<file path="src/rtl/kdb_pkg.sv">
package kdb_pkg;
   // Classification of the key events seen in one cycle
   typedef enum logic [1:0] {
      EV_NONE    = 2'd0,
      EV_START   = 2'd1,
      EV_RESTART = 2'd2,
      EV_ABORT   = 2'd3
   } kdb_evt_e;
endpackage

</file>
<file path="src/rtl/kdb_sync.sv">
module kdb_sync #(
   parameter int NUM_KEYS = 4,
   parameter int STAGES   = 2
) (
   input  logic                clk_i,
   input  logic                rst_ni,
   input  logic [NUM_KEYS-1:0] key_ni,
   output logic [NUM_KEYS-1:0] lvl_o,
   output logic [NUM_KEYS-1:0] edge_o
);
   if (STAGES < 2) begin : g_bad_stages
      $error("kdb_sync: STAGES must be at least 2");
   end

   for (genvar k = 0; k < NUM_KEYS; k++) begin : g_key
      logic [STAGES-1:0] chain_q;
      logic              prev_q;

      always_ff @(posedge clk_i or negedge rst_ni) begin
         if (!rst_ni) begin
            chain_q <= '1;
            prev_q  <= 1'b1;
         end else begin
            chain_q <= {chain_q[STAGES-2:0], key_ni[k]};
            prev_q  <= chain_q[STAGES-1];
         end
      end

      assign lvl_o[k]  = chain_q[STAGES-1];
      assign edge_o[k] = chain_q[STAGES-1] ^ prev_q;
   end
endmodule

</file>
<file path="src/rtl/kdb_arbiter.sv">
module kdb_arbiter
   import kdb_pkg::*;
#(
   parameter int NUM_KEYS = 4,
   parameter int IDX_W    = 2
) (
   input  logic [NUM_KEYS-1:0] edge_i,
   input  logic                active_i,
   input  logic                running_i,
   input  logic [IDX_W-1:0]    owner_i,
   output kdb_evt_e            kind_o,
   output logic [IDX_W-1:0]    pick_o
);
   logic [NUM_KEYS-1:0] foreign;

   for (genvar k = 0; k < NUM_KEYS; k++) begin : g_foreign
      assign foreign[k] = edge_i[k] && (owner_i != IDX_W'(k));
   end

   // lowest-numbered key wins when several change together
   always_comb begin
      pick_o = '0;
      for (int k = NUM_KEYS - 1; k >= 0; k--) begin
         if (edge_i[k]) pick_o = IDX_W'(k);
      end
   end

   always_comb begin
      if (!active_i || edge_i == '0) kind_o = EV_NONE;
      else if (!running_i)           kind_o = EV_START;
      else if (|foreign)             kind_o = EV_ABORT;
      else                           kind_o = EV_RESTART;
   end
endmodule

</file>
<file path="src/rtl/kdb_timer.sv">
module kdb_timer
   import kdb_pkg::*;
#(
   parameter int WINDOW = 8195,
   parameter int IDX_W  = 2
) (
   input  logic             clk_i,
   input  logic             rst_ni,
   input  logic             active_i,
   input  logic             tick_i,
   input  kdb_evt_e         kind_i,
   input  logic [IDX_W-1:0] pick_i,
   output logic             running_o,
   output logic [IDX_W-1:0] owner_o,
   output logic             expire_o
);
   localparam int CNT_W = (WINDOW > 2) ? $clog2(WINDOW) : 1;
   localparam logic [CNT_W-1:0] LAST = CNT_W'(WINDOW - 1);

   if (WINDOW < 2) begin : g_bad_window
      $error("kdb_timer: WINDOW must be at least 2");
   end

   logic             run_q;
   logic [CNT_W-1:0] cnt_q;
   logic [IDX_W-1:0] own_q;

   assign expire_o  = run_q && active_i && (kind_i == EV_NONE) && tick_i && (cnt_q == LAST);
   assign running_o = run_q;
   assign owner_o   = own_q;

   always_ff @(posedge clk_i or negedge rst_ni) begin
      if (!rst_ni) begin
         run_q <= 1'b0;
         cnt_q <= '0;
         own_q <= '0;
      end else if (!active_i) begin
         run_q <= 1'b0;
      end else begin
         unique case (kind_i)
            EV_START: begin
               run_q <= 1'b1;
               cnt_q <= '0;
               own_q <= pick_i;
            end
            EV_RESTART: cnt_q <= '0;
            EV_ABORT:   run_q <= 1'b0;
            default: begin
               if (run_q && tick_i) begin
                  if (cnt_q == LAST) run_q <= 1'b0;
                  else               cnt_q <= cnt_q + 1'b1;
               end
            end
         endcase
      end
   end

   AST_CNT_BOUND: assert property (@(posedge clk_i) disable iff (!rst_ni)
      run_q |-> cnt_q <= LAST);
   AST_TICK_GATE: assert property (@(posedge clk_i) disable iff (!rst_ni)
      (run_q && active_i && !tick_i && kind_i == EV_NONE) |=> (run_q && $stable(cnt_q)));
   AST_MODE_STOP: assert property (@(posedge clk_i) disable iff (!rst_ni)
      !active_i |=> !run_q);
   AST_ABORT_STOP: assert property (@(posedge clk_i) disable iff (!rst_ni)
      (active_i && kind_i == EV_ABORT) |=> !run_q);
   AST_RESTART_ZERO: assert property (@(posedge clk_i) disable iff (!rst_ni)
      (active_i && kind_i == EV_RESTART) |=> (run_q && cnt_q == '0));
endmodule

</file>
<file path="src/rtl/key_debouncer.sv">
module key_debouncer
   import kdb_pkg::*;
#(
   parameter int NUM_KEYS    = 4,
   parameter int WINDOW      = 8195,
   parameter int SYNC_STAGES = 2
) (
   input  logic                clk_i,
   input  logic                rst_ni,
   input  logic                mode_active_i,
   input  logic                tick_i,
   input  logic [NUM_KEYS-1:0] key_ni,
   input  logic                stat_rd_i,
   input  logic                irq_clr_i,
   input  logic                supply_req_i,
   input  logic                clk_req_i,
   output logic [NUM_KEYS-1:0] status_o,
   output logic                irq_o,
   output logic                busy_o,
   output logic                supply_req_o,
   output logic                clk_req_o
);
   localparam int IDX_W = (NUM_KEYS > 1) ? $clog2(NUM_KEYS) : 1;

   if (NUM_KEYS < 1) begin : g_bad_keys
      $error("key_debouncer: NUM_KEYS must be at least 1");
   end

   logic [NUM_KEYS-1:0] lvl, edges, status_q;
   logic [IDX_W-1:0]    owner, pick;
   logic                running, expire, irq_q;
   kdb_evt_e            kind;

   kdb_sync #(.NUM_KEYS(NUM_KEYS), .STAGES(SYNC_STAGES)) u_sync (
      .clk_i(clk_i), .rst_ni(rst_ni), .key_ni(key_ni), .lvl_o(lvl), .edge_o(edges));

   kdb_arbiter #(.NUM_KEYS(NUM_KEYS), .IDX_W(IDX_W)) u_arb (
      .edge_i(edges), .active_i(mode_active_i), .running_i(running),
      .owner_i(owner), .kind_o(kind), .pick_o(pick));

   kdb_timer #(.WINDOW(WINDOW), .IDX_W(IDX_W)) u_timer (
      .clk_i(clk_i), .rst_ni(rst_ni), .active_i(mode_active_i), .tick_i(tick_i),
      .kind_i(kind), .pick_i(pick), .running_o(running), .owner_o(owner),
      .expire_o(expire));

   for (genvar k = 0; k < NUM_KEYS; k++) begin : g_stat
      always_ff @(posedge clk_i or negedge rst_ni) begin
         if (!rst_ni)                            status_q[k] <= 1'b0;
         else if (expire && owner == IDX_W'(k))  status_q[k] <= ~lvl[k];
      end
   end

   always_ff @(posedge clk_i or negedge rst_ni) begin
      if (!rst_ni)                      irq_q <= 1'b0;
      else if (expire)                  irq_q <= 1'b1;
      else if (stat_rd_i || irq_clr_i)  irq_q <= 1'b0;
   end

   assign status_o     = status_q;
   assign irq_o        = irq_q;
   assign busy_o       = running;
   assign supply_req_o = running | supply_req_i;
   assign clk_req_o    = running | clk_req_i;

   AST_STATUS_HOLD: assert property (@(posedge clk_i) disable iff (!rst_ni)
      !expire |=> $stable(status_q));
   AST_IRQ_SOURCE: assert property (@(posedge clk_i) disable iff (!rst_ni)
      $rose(irq_q) |-> $past(expire));
   AST_IRQ_CLEAR: assert property (@(posedge clk_i) disable iff (!rst_ni)
      ((stat_rd_i || irq_clr_i) && !expire) |=> !irq_q);
   AST_SET_WINS: assert property (@(posedge clk_i) disable iff (!rst_ni)
      expire |=> (irq_q && !running));
   AST_IDLE_QUIET: assert property (@(posedge clk_i) disable iff (!rst_ni)
      !mode_active_i |=> $stable(status_q) && !$rose(irq_q));
endmodule

</file>
<file path="config.mk">
export PLATFORM = sky130hd
export DESIGN_NAME = key_debouncer
export DESIGN_NICKNAME = d
export VERILOG_FILES = /design/src/rtl/kdb_pkg.sv /design/src/rtl/kdb_sync.sv /design/src/rtl/kdb_arbiter.sv /design/src/rtl/kdb_timer.sv /design/src/rtl/key_debouncer.sv
export SDC_FILE = /design/constraint.sdc
export NUM_CORES = 1
export LEC_CHECK = 0
export BUFFER_PORTS_ARGS = -buffer_cell sky130_fd_sc_hd__clkbuf_2
export CORE_MARGIN = 2
export CORE_UTILIZATION = 62
export CTS_CLUSTER_DIAMETER = 150
export DETAILED_ROUTE_END_ITERATION = 8
export PLACE_DENSITY = 0.81
export SLEW_MARGIN = 20
export SYNTH_ARGS = -nofsm -noshare
export SYNTH_HDL_FRONTEND = slang
export SYNTH_SLANG_ARGS = --single-unit
export TNS_END_PERCENT = 30
</file>
<file path="constraint.sdc">
create_clock -name clk_i -period 4.4 [get_ports clk_i]
set_input_delay 0.88 -clock clk_i [delete_from_list [all_inputs] [get_ports clk_i]]
set_output_delay 0.88 -clock clk_i [all_outputs]
set_load 0.01 [all_outputs]
</file>
== Word-level counts from Yosys, hierarchy flattened ==
Index checks and enable logic that the tools add are counted.

* Register bits after elaboration: 34
* Word-level logic and storage cells: 85
* Output and inout bits: 8
* Input bits: 12

* Reduce and logical (&&, ||, !) cells: 27
* Muxes and demuxes: 16
* $add $sub $neg: 1
* Equal/unequal tests: 14
* Bitwise gates (word level): 11

{| class="wikitable"
|+ Operator list
! kind !! count
|-
| $mux 14 || 2
|-
| $pmux 14 s2 || 1
|-
| $add 14x1->14 const B || 1
|-
| $eq 14x14->1 const B || 1
|-
| $logic_and 1x1->1 || 13
|-
| $mux 2 || 6
|-
| $eq 2x2->1 const B || 4
|-
| $ne 2x2->1 const B || 4
|-
| $ne 4x1->1 const B || 2
|-
| $mux 1 || 6
|-
| $reduce_bool 2->1 || 3
|-
| $not 1->1 || 5
|-
| $eq 2x1->1 const B || 2
|-
| $logic_not 2->1 || 2
|-
| $logic_not 4->1 || 1
|-
| $reduce_and 4->1 || 1
|-
| $reduce_or 4->1 || 1
|-
| $xor 1x1->1 || 4
|-
| $pmux 1 s3 || 1
|-
| $reduce_and 3->1 || 1
|-
| $logic_or 1x1->1 || 2
|-
| $ne 2x1->1 const B || 1
|-
| $or 1x1->1 || 2
|-
| $reduce_and 2->1 || 1
|-
| other kinds (2) || 2
|}

== Logic depth before layout (Yosys ltp) ==
Gate-level depths: netlist of the first run.

* Depth in word-level cells: 11
* Gate-level depth with buffers: 12
* Gate-level depth less buffers: 9

== Hierarchy ==
A second synthesis of the first run with hierarchy kept.

* Cells, all modules: 184
* Area, all modules: 1864.3 sq um

{| class="wikitable"
|+ Modules (own cells, without submodules)
! module !! instances !! cells an instance !! area an instance (sq um) !! seq. area each (sq um)
|-
| kdb_timer || 1 || 126 || 1142.3 || 425.4
|-
| kdb_sync || 1 || 20 || 380.4 || 315.3
|-
| key_debouncer || 1 || 21 || 237.7 || 125.1
|-
| kdb_arbiter || 1 || 17 || 103.8 || 0.0
|}

== Least setup slack after synthesis of the first run ==
Ideal clock, no wire load.

* Path kind: input -> register
* From: input mode_active_i
* To: register u_timer.cnt_q[13]
* Path slack: 1625 ps
* Data required time: 4276 ps
* Stages: 8
* Library setup time: 124 ps
* Arrival time: 2651 ps
* Buffers on the path: 1
* Cells stage by stage: o21ai_0 or2_2 ha_1 clkbuf_1 nor4b_1 and4_2 and4bb_1 a211o_1

* Word-level cells in the longest chain between the ends: 7
* Elaborated cells between the ends (all ways): 12
* Those cells by class: eq/ne (4); mux (2); bitwise (1); reduce/logical (5)

{| class="wikitable"
|+ Ends and longest elaborated chain
! item !! RTL line !! source
|-
| start, declared || key_debouncer.sv:10 || <nowiki>input logic mode_active_i,</nowiki>
|-
| $logic_not 1->1 || - ||
|-
| $logic_or 1x1->1 || kdb_arbiter.sv:29 || <nowiki>if (!active_i || edge_i == '0) kind_o = EV_NONE;</nowiki>
|-
| $mux 2 || kdb_arbiter.sv:29 ||
|-
| $eq 2x1->1 or $eq 2x2->1 (tied branches) || kdb_timer.sv:40 || <nowiki>unique case (kind_i)</nowiki>
|-
| $reduce_or 2->1 (no source line) || - ||
|-
| $ne 2x2->1 (no source line) or $reduce_bool 2->1 (tied branches) || - ||
|-
| $reduce_and 4->1 (no source line) || - ||
|-
| end signal, assigned || kdb_timer.sv:51 || <nowiki>else cnt_q <= cnt_q + 1'b1;</nowiki>
|-
| end, declared || kdb_timer.sv:25 || <nowiki>logic [CNT_W-1:0] cnt_q;</nowiki>
|}

Parallel ways exist; a longest one is shown, timed or not.
A chain may end at the register's enable or synchronous reset.

== Worst setup path in the final report of the first run ==
* From: register u_sync.g_key[1].chain_q[1]
* To: register u_timer.cnt_q[13]

* Word-level cells in the longest chain between the ends: 10
* Elaborated cells between the ends (all ways): 17
* Those cells by class: eq/ne (4); mux (4); bitwise (2); reduce/logical (7)

{| class="wikitable"
|+ Ends and longest elaborated chain
! item !! RTL line !! source
|-
| start, declared || kdb_sync.sv:16 || <nowiki>logic [STAGES-1:0] chain_q;</nowiki>
|-
| start signal, assigned || kdb_sync.sv:24 || <nowiki>chain_q <= {chain_q[STAGES-2:0], key_ni[k]};</nowiki>
|-
| $xor 1x1->1 * || kdb_sync.sv:30 || <nowiki>assign edge_o[k] = chain_q[STAGES-1] ^ prev_q;</nowiki>
|-
| $logic_and 1x1->1 || kdb_arbiter.sv:17 || <nowiki>assign foreign[k] = edge_i[k] && (owner_i != IDX_W'(k));</nowiki>
|-
| $reduce_or 4->1 || kdb_arbiter.sv:31 || <nowiki>else if (|foreign) kind_o = EV_ABORT;</nowiki>
|-
| $mux 1 || kdb_arbiter.sv:31 ||
|-
| $mux 2 || kdb_arbiter.sv:30 || <nowiki>else if (!running_i) kind_o = EV_START;</nowiki>
|-
| $mux 2 * || kdb_arbiter.sv:29 ||
|-
| $eq 2x1->1 or $eq 2x2->1 (tied branches) || kdb_timer.sv:40 ||
|-
| $reduce_or 2->1 (no source line) || - ||
|-
| $ne 2x2->1 (no source line) or $reduce_bool 2->1 (tied branches) || - ||
|-
| $reduce_and 4->1 (no source line) || - ||
|}

Every way passes the cells marked *; elsewhere a longest branch is shown, timed or not.

==> out/metrics.yaml, run 1 <==
drtIter0Drc: 103
grt_max_degree: 35
async_reset_ff_frac: 1.000
htreeDepth: 2
post-route-period-util: 0.7807
wirelength_um: 3850
vdd_drop_max_uv: 243.3
finalWorstSetupSlack_ns: 0.9648
worst_setup_path_end_kind: "flop"
syn-cell-area_um2: 1893
max_freq_ghz: 0.2911
post_synth_num_cell_types: 51
grt_setup_unrepaired: "no"
synth_fa_ha_area_frac: 0.03966
start_util: 0.6357
finalCriticalPeriod_ns: 3.435
synth_ff_type: "dfrtp_1"
via_per_inst: 6.270
syn2layout_area_growth_pct: 9.914
leakagePower_nw: 0.8570
post_cts_resized: 0
tritoncts: "yes"
std_cell_rows: 20
yosys_warnings: 0
syn_area_per_cell_um2: 9.911
drive_above_1_share: 0.2596
hold_violations: 0
clk_path_buf_depth: 2
drv_slew: 0
path_clk_slew_ns: 0.10
startpoint_type: "flop"
holdCritStartpoint: "u_sync.g_key[1].chain_q[0]$_DFF_PN1_"
finalNetCount: 225
synth_cells: 191
cts_root_buffer: "clkbuf_4"
startpoint: "u_sync.g_key[1].chain_q[1]$_DFF_PN1_"
pin_count: 20
synthMuxAreaShare: 0.02115
die_area_um2: 3511
clock_latency_ns: 0.35
tightest_slew_ns: 0.8182
syn_nets: 209
ys_seq_area_frac: 0.4574
drcViolationCount: 0
max_slew_margin: 0.4545
fin_tns_setup_ns: 0
numCtsBuffers: 5
cp.arrival_ns: 3.67
ys_ff_latch: 34
skew_ns: 0.01686
hpwl_um: 2695
antenna_found_initial: 0
powerDensity_nw_per_um2: 436.5
critPathMaxFanout: 25
cts_sinks: 34
vias: 1511
cts_hold_buf: 0
wire_per_inst_um: 15.98
drtPass1Iterations: 4
grt_first_pass_wirelength_um: 6389
hold_class: "reg -> reg"
outcome: "complete, no violations"
critical_path_class: "reg -> reg"
pre_cts_ws_ns: 0.7795
die_y_um: 59.26
synth_top_family_by_area: "simple AND/OR/NAND/NOR gates"
synth_edf_count: 0
cap_violations: 0
critPathRequiredTime_ns: 4.63
setup_violations: 0
antenna_left: 0
fillCellCount: 230
synth-compound-area-share: 0.1599
fp.dieW_um: 59.26
port_buffers: 19
core_um2: 2978
yosys.area_share.simple: 0.2604
n_antenna_cell: 0
cts_setup_buffers: 0
grt_pass1_vias: 1363
synth_xor_area_frac: 0.02313
globalplace.congestion: 0.8666
grt_util_all_layers: 0.2467
grt_overflow: 0
rr_startpoint: "u_sync.g_key[1].chain_q[1]$_DFF_PN1_"
==> state kept, by name, indices dropped and copies added, names as in the netlist <==
| register | cells |
|---|---|
| status_o | 4 |
| u_timer.running_o | 1 |
| u_sync.g_key.chain_q | 8 |
| irq_o | 1 |
| u_timer.owner_o | 2 |
| u_timer.cnt_q | 14 |
| u_sync.g_key.prev_q | 4 |
==> area by class of cell <==
class,count,area (um2),share of cell area
well taps,33,41.29,0.01984
inverters,6,22.52,0.01082
clock buffers,8,101.3,0.04871
repair buffers,19,95.09,0.04570
multi-input cells,141,954.7,0.4588
flip-flops and latches,34,865.8,0.4161
==> metrics by stage <==
step             util  hold slack (ns)  power (W)  instance area [um2]  cells
2_1_floorplan       -           0.3452  0.0006007                 1893    191
3_3_place_gp   0.6647           0.3454  0.0006368                 1979    233
3_5_place_dp   0.6647           0.3509  0.0006534                 1979    233
4_1_cts        0.6987           0.3651  0.0009091                 2081    241
5_1_grt        0.6987           0.3683  0.0009631                 2081    241
6_report       0.6987           0.3636  0.0009082                 2081    241
==> cells in the mapped netlist (all sizes together) (5+ instances only) <==
cell type	count	area [um2]
nand2b	7	43.79
nor2	13	48.80
nor4	5	50.05
clkbuf	6	23.77
dfrtp	22	550.5
nand4	5	52.55
o21ai	19	95.09
nand2	21	78.83
nand3	5	30.03
inv	6	22.52
o221ai	5	43.79
ha	6	75.07
dfstp	12	315.3
or2	6	40.04
==> metal layers <==
| layer | routed length, um | vias up | part of all wire | track usage |
|---|---|---|---|---|
| li1 | - | 722 | - | - |
| met1 | 1686 | 733 | 0.44 | 0.3225 |
| met2 | 1914 | 47 | 0.50 | 0.3987 |
| met3 | 162 | 9 | 0.042 | 0.05895 |
| met4 | 87 | 0 | 0.023 | 0.08766 |
| met5 | 0 | - | 0 | 0 |
==> worst max-delay path: stages, from the launching register on <==
cell and delay (ns):
dfstp_2 0.60, xor2_1 0.23, nand2_1 0.08, a21o_1 0.19, a31o_2 0.24, ha_1 0.73
a21oi_1 0.13, or2_1 0.42, or2_4 0.39, a211o_1 0.31
==> path summary, 6_finish.rpt <==
check,end,cells after the start,slack (ns)
setup / recovery,u_timer.cnt_q[13]$_DFFE_PN0P_,9,0.96
hold / removal,u_sync.g_key[1].chain_q[1]$_DFF_PN1_,0,0.36
setup reg to reg,u_timer.cnt_q[13]$_DFFE_PN0P_,9,0.96
hold reg to reg,u_sync.g_key[1].chain_q[1]$_DFF_PN1_,0,0.36
max in group asynchronous,status_o[2]$_DFFE_PN0P_,1,3.27
min in group asynchronous,u_timer.running_o$_DFFE_PN0P_,1,0.60
==> logic make-up (layout without fill, tap and decap cells) <==
family / after synthesis / in the layout
multiplexers: 4 / 4
AO/OA/AOI/OAI: 44 / 44
flip-flops: 34 / 34
AND/OR/NAND/NOR: 82 / 82
buffers and inverters: 16 / 33
XOR/XNOR: 5 / 5
adder cells (fa/ha/maj): 6 / 6
==> layout by cell type (no fill, tap or decap), drive strengths merged, types with 6 or more instances in the layout <==
master,n
nor2,13
dfrtp,22
ha,6
clkbuf,27
nand2b,7
o21ai,19
nand2,21
inv,6
or2,6
dfstp,12
==> where the power goes <==
part	switching (W)	internal (W)	leakage, nW
Combinational	0.000113	0.0000925	0.403
Clock	0.000109	0.000147	0.0548
Sequential	0.0000868	0.000361	0.399
Note: power is estimated with default switching activity, not from simulation.
==> run 2: changes to the inputs <==
- ABC_AREA: default -> 1
- CORE_UTILIZATION: 62 -> 58
- PLACE_DENSITY: 0.81 -> 0.77
- clock period: 4.4 -> 3.3 ns (I/O delays scaled with it)
==> run 2 against run 1 <==
Sequential power is 11% higher. Sequential cell count unchanged. Clock power grew 39%. Total power up 16%. Clock skew fell by 0.011 ns. Non-clock buffer count stayed put. Utilization fell by 1.1 points. Maximum frequency up 28%. Synthesized area is 0.20% lower. Hold slack got worse by 0.0053 ns. Global-route usage is 3.3 points lower. Critical endpoint is now u_timer.cnt_q[11]$_DFFE_PN0P_. Highest routed layer unchanged.
==> out/metrics.yaml, run 2 <==
setup_violations: 0  # unchanged
fp.dieW_um: 61.08  # +3.1%
syn2layout_area_growth_pct: 12.12
fin_util: 0.6882  # -0.01053
top_register: "u_timer.cnt_q"
syn_area_per_cell_um2: 8.006  # -19%
async_reset_ff_frac: 1.000  # unchanged
outcome: "complete, no violations"
globalplace.congestion: 0.9460  # +9.2%
fin_tns_setup_ns: 0  # unchanged
regArea_um2: 865.8  # unchanged
grt_setup_unrepaired: "no"
cap_violations: 0  # unchanged
critical_path_class: "reg -> reg"
tightest_slew_ns: 0.8115  # -0.006714 ns
start_util: 0.6138  # -0.02189
largest_reg_flops: 14  # unchanged
die_y_um: 61.08  # +3.1%
worst_setup_path_end_kind: "flop"
cp.arrival_ns: 2.95  # -0.72 ns
grt_util_all_layers: 0.2135  # -0.03314
cp_cell_sequence: "xor2_1 -> nor2_1 -> nand3_1 -> nand2_1 -> inv_1 -> nand2_1 -> ha_1 -> inv_2 -> a21oi_4 -> nand3_4 -> inv_1 -> nand2_1 -> nand2_1"
grt_first_pass_wirelength_um: 5768  # -9.7%
drtPass1Iterations: 4  # unchanged
clock_latency_ns: 0.33  # -0.02 ns
post-route-period-util: 0.8108  # +0.03006
hold_class: "reg -> reg"
drv_slew: 0  # unchanged
critPathRequiredTime_ns: 3.58  # -1.05 ns
synth_cells: 236  # +24%
die_area_um2: 3730  # +6.2%
grt_pass1_vias: 1267  # -7.0%
drcViolationCount: 0  # unchanged
vias: 1484  # -1.8%
synth.most_common_cell: "nand2_1"
via_per_inst: 4.866  # -22%
numCtsBuffers: 5  # unchanged
wirelength_um: 3418  # -11%
synthTopCellsByCount: "nand2_1 (75), nor2_1 (31), dfrtp_1 (22), inv_1 (22), nand3_1 (14)"
grt_max_degree: 35  # unchanged
post_synth_num_cell_types: 28  # -45%
skew_ns: 0.006117  # -0.01075 ns
n_antenna_cell: 0  # unchanged
grt_overflow: 0  # unchanged
vdd_drop_max_uv: 490.8  # +100%
multiInputGateArea_um2: 914.6  # -4.2%
path_clk_slew_ns: 0.11  # about the same
postPlaceCellArea_um2: 2017  # +1.9%
core_um2: 3078  # +3.4%
tritoncts: "yes"
finalNetCount: 278  # +24%
syn-cell-area_um2: 1889  # -0.20%
cts_hold_buf: 0  # unchanged
cpPeakStageDelay_ns: 0.56  # -0.17 ns
clk_path_buf_depth: 2  # unchanged
fillCellCount: 249  # +8.3%
leakagePower_nw: 1.046  # +22%
antenna_found_initial: 0  # unchanged
largestRegisters: "u_timer.cnt_q: 14 flops, u_sync.g_key.chain_q: 8 flops"
cts_root_buffer: "clkbuf_4"
yosys_warnings: 0  # unchanged
synth_ff_type: "dfrtp_1"
antenna_left: 0  # unchanged
critPathMaxFanout: 24  # -4.0%
cp_slowest_cell: "dfstp_2"
ys_seq_area_frac: 0.4583  # +0.0009087
final_common_cell: "nand2_1"
syn_nets: 254  # +22%
max_slew_margin: 0.4590  # +0.004476
cts_setup_buffers: 0  # unchanged
ys_ff_latch: 34  # unchanged
synth_edf_count: 0  # unchanged
finalInstanceArea_um2: 2118  # +1.8%
drive_above_1_share: 0.2375  # -0.02207
r2r_cells: 13  # +4
drtIter0Drc: 100  # -2.9%
cp_common_cell: "nand2_1"
max_freq_ghz: 0.3737  # +28%
startpoint_type: "flop"
yosysTopAreaCellShare: 0.2914  # +0.0005778
powerDensity_nw_per_um2: 499.1  # +14%
hpwl_um: 2550  # -5.4%
finalCriticalPeriod_ns: 2.676  # -0.7596 ns
yosys-top-cells-area: "dfrtp_1 (29%), dfstp_2 (17%), nand2_1 (15%), nor2_1 (6.2%), inv_1 (4.4%)"
whs_ns: 0.3582  # -0.005333 ns
cts_sinks: 34  # unchanged
pin_count: 20  # unchanged
htreeDepth: 2  # unchanged
final_cell_mix: "nand2_1 (75), nor2_1 (31), inv_1 (22), dfrtp_1 (22), clkbuf_2 (19)"
port_buffers: 19  # unchanged
worstHoldPathCells: 0  # unchanged
post_cts_resized: 0  # unchanged
wire_per_inst_um: 11.21  # -30%
std_cell_rows: 20  # unchanged
yosysTopAreaCell: "dfrtp_1"
hold_violations: 0  # unchanged
run 2: cell count changes in the layout (fill, tap and decap cells not counted), moves of 9 or more:
cell     before  now
nand3_1       4   14
o21ai_0      19    6
o21ai_2       0    9
nand2_1      21   75
inv_1         6   22
nor2_1       13   31
run 2: through the flow:
stage	cells	setup slack, ns	power, W
after global routing	305	0.3491	0.001118
final	305	0.6244	0.001057
after detailed placement	297	0.6405	0.0007061
after global placement	297	0.7121	0.0007015
after floorplan	236	1.091	0.0006561
after CTS	305	0.6174	0.001067
run 2: metal layers:
metal / routed length (um) / track usage
met3: 207 / 0.03992
met4: 40 / 0.08696
met1: 1779 / 0.3315
met5: 0 / 0
met2: 1391 / 0.2918
run 2: cells by family (layout without fill, tap and decap cells):
kind of cell,after synthesis,in the layout,share of synthesized area
simple gates,138,138,0.3185
compound gates,29,29,0.1073
buf+inv,25,50,0.05761
fa+ha+maj,6,6,0.03973
xor+xnor,4,4,0.01854
flops,34,34,0.4583
run 2: worst max-delay path, delay by kind of cell (launching register included):
kind / cells / cell delay (ns)
buf+inv: 3 / 0.43
flops: 1 / 0.56
xor+xnor: 1 / 0.26
compound gates: 1 / 0.19
fa+ha+maj: 1 / 0.43
simple gates: 7 / 0.75
run 2: final timing paths:
check	startpoint	endpoint	slack, ns
max in group asynchronous	rst_ni	u_timer.cnt_q[2]$_DFFE_PN0P_	2.40
setup / recovery	u_sync.g_key[3].chain_q[1]$_DFF_PN1_	u_timer.cnt_q[11]$_DFFE_PN0P_	0.62
setup reg to reg	u_sync.g_key[3].chain_q[1]$_DFF_PN1_	u_timer.cnt_q[11]$_DFFE_PN0P_	0.62
min in group asynchronous	rst_ni	irq_o$_DFFE_PN0P_	0.40
hold / removal	u_sync.g_key[0].chain_q[0]$_DFF_PN1_	u_sync.g_key[0].chain_q[1]$_DFF_PN1_	0.36
hold reg to reg	u_sync.g_key[0].chain_q[0]$_DFF_PN1_	u_sync.g_key[0].chain_q[1]$_DFF_PN1_	0.36
run 2: power breakdown:
group | switching (W) | leakage, nW | total [W] | internal, W
sequential | 0.0000420 | 0.429 | 0.000496 | 0.000454
combinational | 0.000131 | 0.564 | 0.000207 | 0.0000762
clock | 0.000148 | 0.0536 | 0.000355 | 0.000207
run 2: cell type report:
| cell class | instances | share of cell area |
|---|---|---|
| Clock buffer | 6 | 0.02953 |
| Inverter | 23 | 0.04076 |
| Multi-Input combinational cell | 177 | 0.4318 |
| Sequential cell | 34 | 0.4087 |
| Clock inverter | 2 | 0.01831 |
| Tap cell | 44 | 0.02599 |
| Timing Repair Buffer | 19 | 0.04489 |
==> run 3: changes to the inputs <==
- ABC_AREA: 1 -> 0
- clock period: 3.3 -> 2.8 ns (I/O delays scaled with it)
==> run 3 against run 2 <==
Global-route usage rose by 1.5 points. Die area rose by 0.18%. Sequential share of layout area fell by 1.1 points. Maximum frequency rose by 0.40%. Sequential power rose by 42%. Final cell count fell by 15%. Setup slack got worse by 0.49 ns. Critical endpoint is now u_timer.cnt_q[13]$_DFFE_PN0P_. Largest cell class unchanged.
==> out/metrics.yaml, run 3 (same netlist as run 1, synthesis figures left out) <==
outcome: "complete, no violations"
drtPass1Iterations: 4  # unchanged
tightest_slew_ns: 0.8184  # +0.006916 ns
largestRegisters: "u_timer.cnt_q: 14 flops, u_sync.g_key.chain_q: 8 flops"
post-route-period-util: 0.9517  # +0.1409
p_clk_frac: 0.302  # -0.033
cp-endpoint: "u_timer.cnt_q[13]$_DFFE_PN0P_"
max_slew_margin: 0.4544  # -0.004611
pwr-share-comb: 0.226  # +0.030
clock_latency_ns: 0.34  # about the same
cts_sinks: 34  # unchanged
cp.arrival_ns: 2.90  # -0.05 ns
hold_violations: 0  # unchanged
critPathRequiredTime_ns: 3.04  # -0.54 ns
critPathMaxFanout: 4  # -83%
hold_class: "in -> async"
vias: 1495  # +0.74%
antenna_found_initial: 0  # unchanged
final_cells: 258  # -15%
grt_max_degree: 35  # unchanged
p_seq_frac: 0.472  # +0.003
cp_cell_sequence: "xor2_2 -> nand2_1 -> a21o_1 -> a31o_2 -> ha_4 -> nor4b_2 -> and4_4 -> and4bb_1 -> a211o_1"
startpoint_type: "flop"
grt_pass1_vias: 1381  # +9.0%
grt_overflow: 0  # unchanged
fin_tns_setup_ns: 0  # unchanged
r2r_cells: 9  # -4
clk_path_buf_depth: 2  # unchanged
core_um2: 3078  # unchanged
hpwl_um: 2639  # +3.5%
antenna_left: 0  # unchanged
rr_startpoint: "u_sync.g_key[1].chain_q[1]$_DFF_PN1_"
die_y_um: 61.13  # about the same
numCtsBuffers: 5  # unchanged
grt_first_pass_wirelength_um: 6203  # +7.5%
finalWorstSetupSlack_ns: 0.1352  # -0.4892 ns
path_clk_slew_ns: 0.11  # about the same
htreeDepth: 2  # unchanged
max_freq_ghz: 0.3753  # +0.40%
final_common_cell: "dfrtp_1"
critical_path_class: "reg -> reg"
cts_setup_buffers: 0  # unchanged
drtIter0Drc: 121  # +21%
globalplace.congestion: 0.8269  # -13%
leakagePower_nw: 0.8931  # -15%
cap_violations: 0  # unchanged
wirelength_um: 3725  # +9.0%
cts_hold_buf: 0  # unchanged
pre_cts_ws_ns: 0.01184  # -0.6287 ns
grt_util_all_layers: 0.2283  # +0.01473
reg2reg_to: "u_timer.cnt_q[13]$_DFFE_PN0P_"
vdd_drop_max_uv: 449.1  # -8.5%
largest_reg_flops: 14  # unchanged
critical_path_buf_inv_count: 0  # -3
finalNetCount: 231  # -17%
cts_root_buffer: "clkbuf_4"
top_register: "u_timer.cnt_q"
drcViolationCount: 0  # unchanged
cp_slowest_cell: "dfstp_2"
powerDensity_nw_per_um2: 687.8  # +38%
power.internal_w: 0.001005  # +37%
fp.dieW_um: 61.13  # about the same
wire_per_inst_um: 14.44  # +29%
n_antenna_cell: 0  # unchanged
die_area_um2: 3737  # +0.18%
switching_share: 0.3278  # +0.02441
critPathTopFamily: "simple AND/OR/NAND/NOR gates"
p_total_w: 0.001496  # +41%
via_per_inst: 5.795  # +19%
p_switching_w: 0.0004903  # +53%
setup_violations: 0  # unchanged
tritoncts: "yes"
drive_above_1_share: 0.2991  # +0.06152
finalCriticalPeriod_ns: 2.665  # -0.01078 ns
pin_count: 20  # unchanged
cpPeakStageDelay_ns: 0.60  # +0.04 ns
crit_cells: 9  # -4
start_util: 0.6150  # +0.001220
skew_ns: 0.005898  # -0.0002185 ns
syn2layout_area_growth_pct: 14.87
drv_slew: 0  # unchanged
numPlacedInstances: 250  # -16%
startpoint: "u_sync.g_key[1].chain_q[1]$_DFF_PN1_"
regToRegSetupSlack_ns: 0.14  # -0.49 ns
std_cell_rows: 20  # unchanged
worst_setup_path_end_kind: "flop"
final_cell_mix: "dfrtp_1 (22), nand2_1 (21), clkbuf_2 (19), o21ai_0 (17), nor2_1 (13)"
port_buffers: 19  # unchanged
[run 3: cell types whose count changed in the layout (fill, tap and decap cells not counted), moves of 6 or more]
cell	before	now
nand2_1	75	21
nor2_1	31	13
inv_1	22	6
o21ai_0	6	17
nand3_1	14	4
o21ai_2	9	0
nand2b_1	0	7
buf_4	0	6
[run 3: stage by stage]
| stage | hold WS [ns] | utilization | instance area [um2] |
|---|---|---|---|
| after detailed placement | 0.3484 | 0.6622 | 2038 |
| after CTS | 0.2750 | 0.6992 | 2152 |
| final | 0.2898 | 0.7065 | 2175 |
| after global placement | 0.3464 | 0.6622 | 2038 |
| after floorplan | 0.2644 | - | 1893 |
| after global routing | 0.2575 | 0.7065 | 2175 |
[run 3: area by class of cell]
class / count / area [um2]
sequential: 34 / 865.8
timing repair buffer: 25 / 140.1
fill: 235 / 903.4
clock buffer: 5 / 37.54
inverter: 6 / 22.52
tap: 44 / 55.05
multi-input combinational: 141 / 984.7
clock inverter: 3 / 68.82
[run 3: per-layer routing]
layer / GRT usage / part of all wire / wire [um]
met5: 0 / 0 / 0
met4: 0.09317 / 0.013 / 48
met3: 0.06723 / 0.055 / 204
met2: 0.3298 / 0.47 / 1757
met1: 0.3221 / 0.46 / 1714
[run 3: how the worst min path moves through the flow]
stage | from | to | slack, ns | depth (start not counted)
CTS | key_ni[1] | u_sync.g_key[1].chain_q[0]$_DFF_PN1_ | 0.28 | 1
finish | rst_ni | u_timer.running_o$_DFFE_PN0P_ | 0.29 | 1
global placement | u_sync.g_key[2].chain_q[0]$_DFF_PN1_ | u_sync.g_key[2].chain_q[1]$_DFF_PN1_ | 0.35 | 0
floorplan | rst_ni | irq_o$_DFFE_PN0P_ | 0.26 | 0
detailed placement | u_sync.g_key[1].chain_q[0]$_DFF_PN1_ | u_sync.g_key[1].chain_q[1]$_DFF_PN1_ | 0.35 | 0
global route | key_ni[1] | u_sync.g_key[1].chain_q[0]$_DFF_PN1_ | 0.26 | 1
[run 3: power by group through the flow]
stage	registers [W]	clock network [W]	logic, W
finish	0.000706	0.000452	0.000338
global route	0.000719	0.000485	0.000381
CTS	0.000699	0.000464	0.000327
detailed placement	0.000707	0	0.000326
global placement	0.000699	0	0.000313
floorplan	0.000642	0	0.000302
[run 3: repair_timing]
| action | CTS | global route |
|---|---|---|
| endpoints found under the hold margin | 0 | 0 |
| pin swaps | 1 | 1 |
| gates resized for setup | 1 | 6 |
| endpoints found under the setup margin | 1 | 14 |
[run 3: worst reg2reg max path: stages, from the launching register on]
cell	delay [ns]
dfstp_2	0.60
xor2_2	0.18
nand2_1	0.07
a21o_1	0.19
a31o_2	0.26
ha_4	0.25
nor4b_2	0.29
and4_4	0.28
and4bb_1	0.22
a211o_1	0.22
